[config.mk]
export PLATFORM = sky130hd
export DESIGN_NAME = burst_access_seq
export DESIGN_NICKNAME = d
export VERILOG_FILES = /design/src/rtl/burst_seq_pkg.sv /design/src/rtl/bseq_lat_ctr.sv /design/src/rtl/bseq_addr_gen.sv /design/src/rtl/bseq_wait_drv.sv /design/src/rtl/burst_access_seq.sv
export SDC_FILE = /design/constraint.sdc
export NUM_CORES = 1
export LEC_CHECK = 0
export ABC_AREA = 1
export CORE_UTILIZATION = 55
export DETAILED_ROUTE_END_ITERATION = 10
export DONT_BUFFER_PORTS = 1
export GPL_TIMING_DRIVEN = 0
export PLACE_DENSITY = 0.74
export SYNTH_ARGS = -nofsm -noshare
export SYNTH_HDL_FRONTEND = slang
export SYNTH_SLANG_ARGS = --single-unit
export TNS_END_PERCENT = 30
[constraint.sdc]
create_clock -name clk -period 3.3 [get_ports clk]
set_input_delay 0.66 -clock clk [delete_from_list [all_inputs] [get_ports clk]]
set_output_delay 0.66 -clock clk [all_outputs]
set_load 0.005 [all_outputs]
[src/rtl/burst_seq_pkg.sv]
package burst_seq_pkg;
  localparam int COL_W   = 8;   // 256-word row
  localparam int BEAT_W  = 6;   // holds the longest fixed burst (32)
  localparam int LAT_W   = 4;   // holds twice the largest latency code
  localparam int BLK_LSB = 5;   // address bits above the largest wrap block

  typedef enum logic [1:0] {
    ST_IDLE = 2'd0,
    ST_LAT  = 2'd1,
    ST_XFER = 2'd2,
    ST_ROW  = 2'd3
  } seq_state_e;

  // Latency in cycles: clamp code to 2..6, double it for fixed mode.
  function automatic logic [LAT_W-1:0] lat_cycles(input logic [2:0] code,
                                                  input logic       fixed_mode);
    logic [LAT_W-1:0] c;
    if (code < 3'd2)      c = LAT_W'(2);
    else if (code > 3'd6) c = LAT_W'(6);
    else                  c = LAT_W'(code);
    return fixed_mode ? LAT_W'(c << 1) : c;
  endfunction

  // Words per burst; zero means run to end of row.
  function automatic logic [BEAT_W-1:0] beats_of(input logic [2:0] code);
    case (code)
      3'b001:  return BEAT_W'(4);
      3'b010:  return BEAT_W'(8);
      3'b011:  return BEAT_W'(16);
      3'b100:  return BEAT_W'(32);
      default: return '0;
    endcase
  endfunction

  // Next column inside an aligned block of 'beats' words.
  function automatic logic [COL_W-1:0] wrap_col(input logic [COL_W-1:0]  col,
                                                input logic [BEAT_W-1:0] beats);
    logic [COL_W-1:0] m;
    m = COL_W'(beats) - COL_W'(1);
    return (col & ~m) | ((col + COL_W'(1)) & m);
  endfunction
endpackage

[src/rtl/bseq_lat_ctr.sv]
module bseq_lat_ctr
  import burst_seq_pkg::*;
(
  input  logic             clk,
  input  logic             rst_n,
  input  logic             load,
  input  logic [LAT_W-1:0] load_val,
  input  logic             run,
  output logic             done
);
  logic [LAT_W-1:0] cnt_q;

  always_ff @(posedge clk or negedge rst_n) begin
    if (!rst_n)                     cnt_q <= '0;
    else if (load)                  cnt_q <= load_val - LAT_W'(1);
    else if (run && cnt_q != '0)    cnt_q <= cnt_q - LAT_W'(1);
  end

  assign done = (cnt_q == '0);

  // the count rests at zero while latency is held
  p_lat_floor_r5: assert property (@(posedge clk) disable iff (!rst_n)
    (run && !load && done) |=> done);
endmodule

[src/rtl/bseq_addr_gen.sv]
module bseq_addr_gen
  import burst_seq_pkg::*;
#(
  parameter int ADDR_W = 22
) (
  input  logic              clk,
  input  logic              rst_n,
  input  logic              start,
  input  logic              step,
  input  logic [ADDR_W-1:0] start_addr,
  input  logic [BEAT_W-1:0] beats,
  input  logic              wrap_en,
  output logic [ADDR_W-1:0] addr,
  output logic              row_end,
  output logic              final_beat,
  output logic              need_stall
);
  logic [BEAT_W-1:0] beat_q, beats_q;
  logic              wrap_q, wrap_act, last_beat;
  logic [ADDR_W-1:0] addr_n;

  assign wrap_act   = wrap_q && (beats_q != '0);
  assign row_end    = &addr[COL_W-1:0];
  assign last_beat  = (beats_q != '0) && (beat_q == beats_q - BEAT_W'(1));
  assign final_beat = last_beat || ((beats_q == '0) && row_end);
  assign need_stall = row_end && !wrap_act && !final_beat;
  assign addr_n     = wrap_act ? {addr[ADDR_W-1:COL_W], wrap_col(addr[COL_W-1:0], beats_q)}
                               : addr + ADDR_W'(1);

  always_ff @(posedge clk or negedge rst_n) begin
    if (!rst_n) begin
      addr    <= '0;
      beat_q  <= '0;
      beats_q <= '0;
      wrap_q  <= 1'b0;
    end else if (start) begin
      addr    <= start_addr;
      beat_q  <= '0;
      beats_q <= beats;
      wrap_q  <= wrap_en;
    end else if (step) begin
      addr    <= addr_n;
      beat_q  <= beat_q + BEAT_W'(1);
    end
  end

  // a wrapping step never leaves its aligned block
  p_wrap_block_r3: assert property (@(posedge clk) disable iff (!rst_n)
    (step && wrap_act) |=> (addr[ADDR_W-1:BLK_LSB] == $past(addr[ADDR_W-1:BLK_LSB])));

  // a sequential step off column 255 lands on column 0
  p_row_cross_r4: assert property (@(posedge clk) disable iff (!rst_n)
    (step && need_stall) |=> (addr[COL_W-1:0] == '0));
endmodule

[src/rtl/bseq_wait_drv.sv]
module bseq_wait_drv (
  input  logic ce_n,
  input  logic wait_now,
  input  logic wait_next,
  input  logic lead,
  input  logic pol,
  output logic wait_o,
  output logic wait_oe
);
  logic asserted;

  assign asserted = lead ? wait_next : wait_now;
  assign wait_oe  = !ce_n;
  assign wait_o   = wait_oe && (asserted ? pol : !pol);
endmodule

[src/rtl/burst_access_seq.sv]
module burst_access_seq
  import burst_seq_pkg::*;
#(
  parameter int ADDR_W = 22
) (
  input  logic              clk,
  input  logic              rst_n,
  input  logic              ce_n,
  input  logic              adv_n,
  input  logic              we_n,
  input  logic [ADDR_W-1:0] addr_i,
  input  logic [2:0]        cfg_len,
  input  logic              cfg_wrap,
  input  logic [2:0]        cfg_lat,
  input  logic              cfg_fixed,
  input  logic              cfg_wait_lead,
  input  logic              cfg_wait_pol,
  input  logic              refresh_busy,
  output logic [ADDR_W-1:0] arr_addr,
  output logic              rd_stb,
  output logic              wr_stb,
  output logic              dq_oe,
  output logic              wait_o,
  output logic              wait_oe
);
  seq_state_e state_q, state_n;
  logic       wr_q, var_rd_q;
  logic       start, step, lat_done, ref_hold;
  logic       row_end, final_beat, need_stall;
  logic       wait_now, wait_next;

  // named internal events
  assign start    = (state_q == ST_IDLE) && !ce_n && !adv_n;
  assign step     = (state_q == ST_XFER);
  assign ref_hold = var_rd_q && refresh_busy;

  always_comb begin
    state_n = state_q;
    if (ce_n) state_n = ST_IDLE;
    else begin
      case (state_q)
        ST_IDLE: if (start) state_n = ST_LAT;
        ST_LAT:  if (lat_done && !ref_hold) state_n = ST_XFER;
        ST_XFER: if (final_beat)      state_n = ST_IDLE;
                 else if (need_stall) state_n = ST_ROW;
        ST_ROW:  state_n = ST_XFER;
        default: state_n = ST_IDLE;
      endcase
    end
  end

  always_ff @(posedge clk or negedge rst_n) begin
    if (!rst_n) begin
      state_q  <= ST_IDLE;
      wr_q     <= 1'b0;
      var_rd_q <= 1'b0;
    end else begin
      state_q <= state_n;
      if (start) begin
        wr_q     <= !we_n;
        var_rd_q <= we_n && !cfg_fixed;
      end
    end
  end

  bseq_lat_ctr u_lat (
    .clk      (clk),
    .rst_n    (rst_n),
    .load     (start),
    .load_val (lat_cycles(cfg_lat, cfg_fixed || !we_n)),
    .run      (state_q == ST_LAT),
    .done     (lat_done)
  );

  bseq_addr_gen #(.ADDR_W(ADDR_W)) u_addr (
    .clk        (clk),
    .rst_n      (rst_n),
    .start      (start),
    .step       (step),
    .start_addr (addr_i),
    .beats      (beats_of(cfg_len)),
    .wrap_en    (cfg_wrap),
    .addr       (arr_addr),
    .row_end    (row_end),
    .final_beat (final_beat),
    .need_stall (need_stall)
  );

  assign wait_now  = (state_q == ST_LAT) || (state_q == ST_ROW);
  assign wait_next = (state_n == ST_LAT) || (state_n == ST_ROW);

  bseq_wait_drv u_wait (
    .ce_n      (ce_n),
    .wait_now  (wait_now),
    .wait_next (wait_next),
    .lead      (cfg_wait_lead),
    .pol       (cfg_wait_pol),
    .wait_o    (wait_o),
    .wait_oe   (wait_oe)
  );

  assign rd_stb = (state_q == ST_XFER) && !wr_q;
  assign wr_stb = (state_q == ST_XFER) && wr_q;
  assign dq_oe  = rd_stb && !ce_n;

  // a capture cycle always enters latency
  p_capture_r1: assert property (@(posedge clk) disable iff (!rst_n)
    (state_q == ST_IDLE && !ce_n && !adv_n) |=> (state_q == ST_LAT));

  // deselect ends any burst at the next edge
  p_abort_r10: assert property (@(posedge clk) disable iff (!rst_n)
    ce_n |=> (state_q == ST_IDLE && !rd_stb && !wr_stb));

  // a variable read colliding with refresh stays in latency
  p_refresh_hold_r7: assert property (@(posedge clk) disable iff (!rst_n)
    (state_q == ST_LAT && !ce_n && refresh_busy && var_rd_q) |=> (state_q == ST_LAT));

  // a row stall lasts exactly one cycle
  p_row_stall_r4: assert property (@(posedge clk) disable iff (!rst_n)
    (state_q == ST_ROW && !ce_n) |=> (state_q == ST_XFER));
endmodule

==> parameters.txt, run 1 <==
Parameter                              Value

Clocking
  CTS buffer count ... 5
  CTS Root Buffer Type ... sky130_fd_sc_hd__clkbuf_8
  Reg clk slew, reported paths ... 0.08 ns
  Post-CTS Setup Repair Bufs ... 0
  TritonCTS clock tree ... built
  Latest clock arrival within the worst-skew pair ... 0.29 ns
  CTS Hold Buffers Added ... 0
  Number of clock sinks seen by CTS ... 41
  Maximum root-to-sink buffer count ... 2
  Number of cells upsized or downsized after cts ... 0
  Number of H-tree levels ... 2

Worst setup path
  Startpoint-to-endpoint class of the critical path ... reg -> out
  Worst-case reg-to-reg path depth ... 10
  Endpoint required time on the critical path ... 2.64 ns
  Kind of end point of the critical path ... output port
  Launch point of the worst path ... u_addr.beats_q[2]
  Peak fanout along the critical path ... 5
  Launching point of the worst reg2reg path ... u_addr.beats_q[2]
  Data arrival at the endpoint of the critical path ... 2.15 ns
  Critical Path Source Type ... flop

Yosys
  Mean instance size in the synthesized netlist ... 7.194 µm²
  Share of flip-flops with an asynchronous set or reset ... 100.0%
  Number of enable flip-flop cells after synthesis ... 0
  Number of nets in the synthesized netlist ... 421
  Prevailing post-synth register cell ... sky130_fd_sc_hd__dfrtp_1
  Synth Register Bits ... 41
  Synthesis Warnings ... 0
  Post-synthesis sequential area ratio ... 37.63%
  Cell variety after synth ... 37
  Post-Syn Instances ... 379
  Synthesized cell area ... 0.002726 mm²

Detailed routing
  Post-route DRC ... 0
  First-pass DRT Iterations ... 7
  Routed Wire Length ... 6788 µm
  Total vias in the final route ... 2589
  Mean number of vias per cell ... 5.715
  Routed wire per std cell ... 14.98 µm
  Drt first-iter violations ... 158
  Antenna Violating Nets Remaining ... 0

Floorplanning
  Standard cell core area ... 0.004755 mm²
  Effective utilization at floorplan ... 57.34%
  Horizontal die dimension ... 72.41 µm
  Number of core rows ... 25
  Count of pins on the block boundary ... 65
  Die height ... 72.41 µm
  Full die area ... 0.005242 mm²

GRT
  Gr ovfl total ... 0
  Pin count of the biggest net entering global routing ... 42
  All-Layer GR Usage ... 26.70%
  Number of antenna violations at the first check in global routing ... 0
  Via count of the first global-routing pass ... 2393
  First-pass GRT wire length ... 10850 µm

Flow run
  Max-Cap Viols ... 0

Power and ir drop
  Maximum vdd drop ... 0.2938 mV
  Power density normalized to cell area ... 792.0 mW/mm²
  Standby leakage power ... 1.373 nW

STA
  Max Clock Freq ... 0.3559 GHz
  Sum Neg Setup Slack ... 0 ns
  RSZ-0062 raised after global routing ... no
  Period utilisation layout ... 85.15%
  Count of final setup violators ... 0
  Remaining max-slew budget at the tightest pin ... 68.80%
  Worst Tran Pin Value ... 0.4680 ns
  Slew Viols, Final ... 0
  Worst-case clock skew ... 0.008604 ns
  Count of final hold-check violations ... 0
  Post-route minimum period ... 2.810 ns

Hold path
  Type of the most critical hold path ... in -> async

Final layout
  Antenna diode count ... 0
  Layout net count ... 428
  Fraction of layout instances using a drive strength above 1 ... 9.585%
  Signed area change from the synthesized netlist to the final layout ... 6.884%
  Area of all placed cells without fillers ... 0.002914 mm²

Place
  HPWL after detailed placement ... 5022 µm
  GPL Wtd Cong ... 0.9035
  PortBufs ... 0
  Area after detailed placement ... 0.002810 mm²

Run status
  Result of the run ... completed
==> per-stage QoR <==
step                hold WS (ns)  utilization (%)  cells  power [mW]  worst slack [ns]
detailed placement        0.3654            59.11    446       1.900            0.8054
global route             0.03963            61.29    453       2.489            0.2698
finish                   0.05179            61.29    453       2.308            0.4901
CTS                      0.04700            61.29    453       2.298            0.4861
floorplan                 0.3644                -    379       1.662             1.114
global placement          0.3656            59.11    446       1.862            0.8294
==> worst max-delay path, stage by stage (launching register included) <==
cell and delay (ns):
sky130_fd_sc_hd__dfrtp_1 0.43, sky130_fd_sc_hd__inv_1 0.14, sky130_fd_sc_hd__ha_1 0.18, sky130_fd_sc_hd__nand2_1 0.09, sky130_fd_sc_hd__nor2_1 0.24, sky130_fd_sc_hd__nor2_1 0.08, sky130_fd_sc_hd__nand2_1 0.06, sky130_fd_sc_hd__nor2_1 0.04
sky130_fd_sc_hd__nand2_1 0.09, sky130_fd_sc_hd__nand3_1 0.12, sky130_fd_sc_hd__nand2_1 0.08, sky130_fd_sc_hd__nand3_1 0.08, sky130_fd_sc_hd__nand3_1 0.08, sky130_fd_sc_hd__nand2_1 0.05, sky130_fd_sc_hd__nor2_1 0.12
==> cell usage in the layout, fill, tap and decap left out, drive strengths merged, types with 2 or more instances in the layout <==
cell / n
a21oi: 37
ha: 4
nand3: 33
buf: 6
nand3b: 3
nor4: 2
nor2: 41
nor3: 11
clkbuf: 7
nand4: 12
nand2: 74
o21ai: 30
or2: 2
dfrtp: 41
inv: 57
a22oi: 10
a31oi: 2
xor2: 4
==> power breakdown <==
| group | switching (mW) | internal (mW) | total, mW |
|---|---|---|---|
| clock network | 0.176 | 0.220 | 0.396 |
| registers | 0.242 | 0.694 | 0.935 |
| logic | 0.626 | 0.351 | 0.976 |
| total | 1.04 | 1.26 | 2.31 |
==> layer usage <==
metal / wire (µm) / global-route usage [%] / share of wire [%] / vias to the layer above
li1: - / - / - / 1282
met1: 3134 / 36.36 / 46 / 1190
met2: 3142 / 41.85 / 46 / 111
met3: 446 / 5.833 / 6.6 / 6
met4: 65 / 9.586 / 0.96 / 0
met5: 0 / 0 / 0 / -
==> final timing paths <==
| check | end | slack, ns |
|---|---|---|
| min in group clk | state_q[1] | 0.42 |
| setup / recovery | wait_o | 0.49 |
| hold / removal | asynchronous set/reset pin | 0.05 |
| setup reg to reg | u_addr.addr[14] | 1.16 |
| hold reg to reg | u_lat.cnt_q[1] | 0.49 |
| max in group asynchronous | u_addr.addr[14] | 3.15 |
==> synth_stat cells, drive strengths merged, types with 2 or more instances <==
master | instances | area, µm²
nand3 | 33 | 175.2
nand4 | 12 | 90.09
xor2 | 4 | 35.03
o21ai | 30 | 150.1
nand2 | 74 | 290.3
or2 | 2 | 12.51
nor3 | 11 | 75.07
a22oi | 10 | 75.07
buf | 6 | 42.54
clkbuf | 2 | 7.510
inv | 57 | 214.0
nor4 | 2 | 12.51
ha | 4 | 50.05
nand3b | 3 | 22.52
nor2 | 41 | 181.4
a21oi | 37 | 185.2
a31oi | 2 | 18.77
dfrtp | 41 | 1026
==> kinds of logic (layout without fill, tap and decap cells) <==
| kind of cell | after synthesis | after routing | share of synthesized area [%] |
|---|---|---|---|
| AND/OR/NAND/NOR | 179 | 179 | 31.80 |
| AO/OA/AOI/OAI | 85 | 85 | 17.44 |
| buffers and inverters | 65 | 72 | 9.684 |
| flip-flops | 41 | 41 | 37.63 |
| XOR/XNOR | 5 | 5 | 1.606 |
| adder cells (fa/ha/maj) | 4 | 4 | 1.836 |
==> layout make-up <==
cell class	count	area, µm²
plain buffers	8	50.05
clock buffers	5	68.82
clock inverters	2	35.03
fillers	452	1841
inverters	57	214.0
multi-input cells	273	1436
flip-flops and latches	41	1026
well taps	67	83.83
(Power assumes the default switching activity.)
==> run 2, diff against run 1 <==
--- a/config.mk
+++ b/config.mk
@@ -6,6 +6,7 @@
 export NUM_CORES = 1
 export LEC_CHECK = 0
 export ABC_AREA = 1
+export CORE_ASPECT_RATIO = 0.9
 export CORE_UTILIZATION = 55
 export DETAILED_ROUTE_END_ITERATION = 10
 export DONT_BUFFER_PORTS = 1
==> parameters.txt, run 2 (synthesis results as in run 1) <==
Parameter                              Value

Run status
  Result of the run ... completed

Place
  PortBufs ... 0
  Area after detailed placement ... 0.002804 mm²
  HPWL after detailed placement ... 5124 µm
  GPL Wtd Cong ... 0.9239

Final layout
  Signed area change from the synthesized netlist to the final layout ... 5.874%
  Layout net count ... 428
  Commonest cells after routing, fill and taps aside ... sky130_fd_sc_hd__nand2_1, sky130_fd_sc_hd__inv_1, sky130_fd_sc_hd__dfrtp_1, sky130_fd_sc_hd__a21oi_1, sky130_fd_sc_hd__nor2_1
  Antenna diode count ... 0
  Area of all placed cells without fillers ... 0.002887 mm²
  Leading cell type in the layout, fill and taps excluded ... sky130_fd_sc_hd__nand2_1
  Fraction of layout instances using a drive strength above 1 ... 9.561%

Worst setup path
  Launching point of the worst reg2reg path ... u_addr.beats_q[2]
  Endpoint required time on the critical path ... 2.64 ns
  Worst r2r dst ... u_addr.addr[14]
  Startpoint-to-endpoint class of the critical path ... reg -> out
  Critical Path Source Type ... flop
  Worst-case reg-to-reg path depth ... 10
  Data arrival at the endpoint of the critical path ... 2.20 ns
  Setup slack on the worst flop-to-flop path ... 1.22 ns
  Kind of end point of the critical path ... output port
  Peak fanout along the critical path ... 4

STA
  Slew Viols, Final ... 0
  RSZ-0062 raised after global routing ... no
  Count of final setup violators ... 0
  Count of final hold-check violations ... 0
  Post-route minimum period ... 2.862 ns
  Period utilisation layout ... 86.73%
  Remaining max-slew budget at the tightest pin ... 67.33%
  Max Clock Freq ... 0.3494 GHz
  Sum Neg Setup Slack ... 0 ns
  Worst-case clock skew ... 0.01077 ns
  Worst Tran Pin Value ... 0.4900 ns

Clocking
  CTS Root Buffer Type ... sky130_fd_sc_hd__clkbuf_8
  Number of cells upsized or downsized after cts ... 0
  Post-CTS Setup Repair Bufs ... 0
  Number of H-tree levels ... 2
  Number of clock sinks seen by CTS ... 41
  CTS Hold Buffers Added ... 0
  Maximum root-to-sink buffer count ... 2
  CTS buffer count ... 5
  Reg clk slew, reported paths ... 0.09 ns
  Latest clock arrival within the worst-skew pair ... 0.30 ns
  TritonCTS clock tree ... built

Detailed routing
  Post-route DRC ... 0
  Total vias in the final route ... 2568
  Mean number of vias per cell ... 5.719
  Routed Wire Length ... 6843 µm
  First-pass DRT Iterations ... 4
  Routed wire per std cell ... 15.24 µm
  Antenna Violating Nets Remaining ... 0
  Drt first-iter violations ... 255

Power and ir drop
  Clock power frac ... 14.6%
  Combinational group share of total power ... 43.4%
  Standby leakage power ... 1.364 nW
  Register share of total power ... 42.0%
  Power density normalized to cell area ... 776.0 mW/mm²
  Total net switching power ... 1.048 mW
  Int Pwr ... 1.192 mW
  Switching part of the total power ... 46.78%
  Maximum vdd drop ... 0.4334 mV

Hold path
  Type of the most critical hold path ... in -> async

Floorplanning
  Effective utilization at floorplan ... 59.21%
  Count of pins on the block boundary ... 65
  Die height ... 68.80 µm
  Number of core rows ... 23
  Horizontal die dimension ... 76.22 µm
  Standard cell core area ... 0.004604 mm²
  Full die area ... 0.005243 mm²

GRT
  Via count of the first global-routing pass ... 2326
  First-pass GRT wire length ... 11010 µm
  Pin count of the biggest net entering global routing ... 42
  All-Layer GR Usage ... 27.14%
  Number of antenna violations at the first check in global routing ... 0
  Gr ovfl total ... 0

Flow run
  Max-Cap Viols ... 0
run 2: changes by cell type in the layout (fill, tap and decap cells not counted), sizes merged:
cell | before | now
bufinv | 1 | 0
clkinv | 1 | 2
clkbuf | 7 | 8
run 2: per-layer routing:
| metal | global-route usage (%) | wire length, µm | vias to the layer above |
|---|---|---|---|
| li1 | - | - | 1279 |
| met1 | 36.84 | 3129 | 1182 |
| met2 | 43.58 | 3065 | 99 |
| met3 | 7.368 | 595 | 8 |
| met4 | 6.490 | 53 | 0 |
| met5 | 0 | 0 | - |
run 2: power by group through the flow:
stage               clock, mW  combinational (mW)  sequential [mW]
floorplan                   0               0.784            0.878
global placement            0               0.930            0.939
detailed placement          0               0.957            0.947
CTS                     0.329               0.965            0.937
global route            0.348                1.11            0.970
finish                  0.328               0.971            0.941
run 2: through the flow:
stage	util, %	std cells	setup WS [ns]	total power [mW]	hold slack (ns)
final	62.69	449	0.4379	2.240	0.04620
after global routing	62.69	449	0.2490	2.426	0.03312
after CTS	62.69	449	0.4657	2.231	0.04265
after detailed placement	60.90	441	0.7976	1.904	0.3656
after global placement	60.90	441	0.8451	1.870	0.3659
after floorplan	-	379	1.114	1.662	0.3644
run 2: cell type report:
cell class	instances	area, µm²
Inverter	57	214.0
Clock buffer	6	72.57
Fill cell	448	1718
Multi-Input combinational cell	273	1436
Buffer	8	50.05
Tap cell	62	77.57
Sequential cell	41	1026
Clock inverter	2	10.01
run 2: worst max path at each step:
| stage | depth (start not counted) | start | endpoint |
|---|---|---|---|
| 4_1_cts | 11 | u_addr.addr[0] | wait_o |
| 3_3_place_gp | 11 | u_addr.addr[0] | wait_o |
| 6_report | 11 | u_addr.addr[0] | wait_o |
| 2_1_floorplan | 14 | u_addr.beats_q[2] | wait_o |
| 3_5_place_dp | 11 | u_addr.addr[0] | wait_o |
| 5_1_grt | 11 | u_addr.addr[0] | wait_o |
run 2: critical path: stages (launching register included):
cell                      delay, ns
sky130_fd_sc_hd__dfrtp_1       0.44
sky130_fd_sc_hd__ha_1          0.19
sky130_fd_sc_hd__nand2_1       0.12
sky130_fd_sc_hd__nor2_1        0.29
sky130_fd_sc_hd__nand2_1       0.19
sky130_fd_sc_hd__inv_1         0.12
sky130_fd_sc_hd__nand2_1       0.10
sky130_fd_sc_hd__nand3_1       0.13
sky130_fd_sc_hd__nand2_1       0.06
sky130_fd_sc_hd__nand3_1       0.08
sky130_fd_sc_hd__a21oi_1       0.07
sky130_fd_sc_hd__nor2_1        0.13
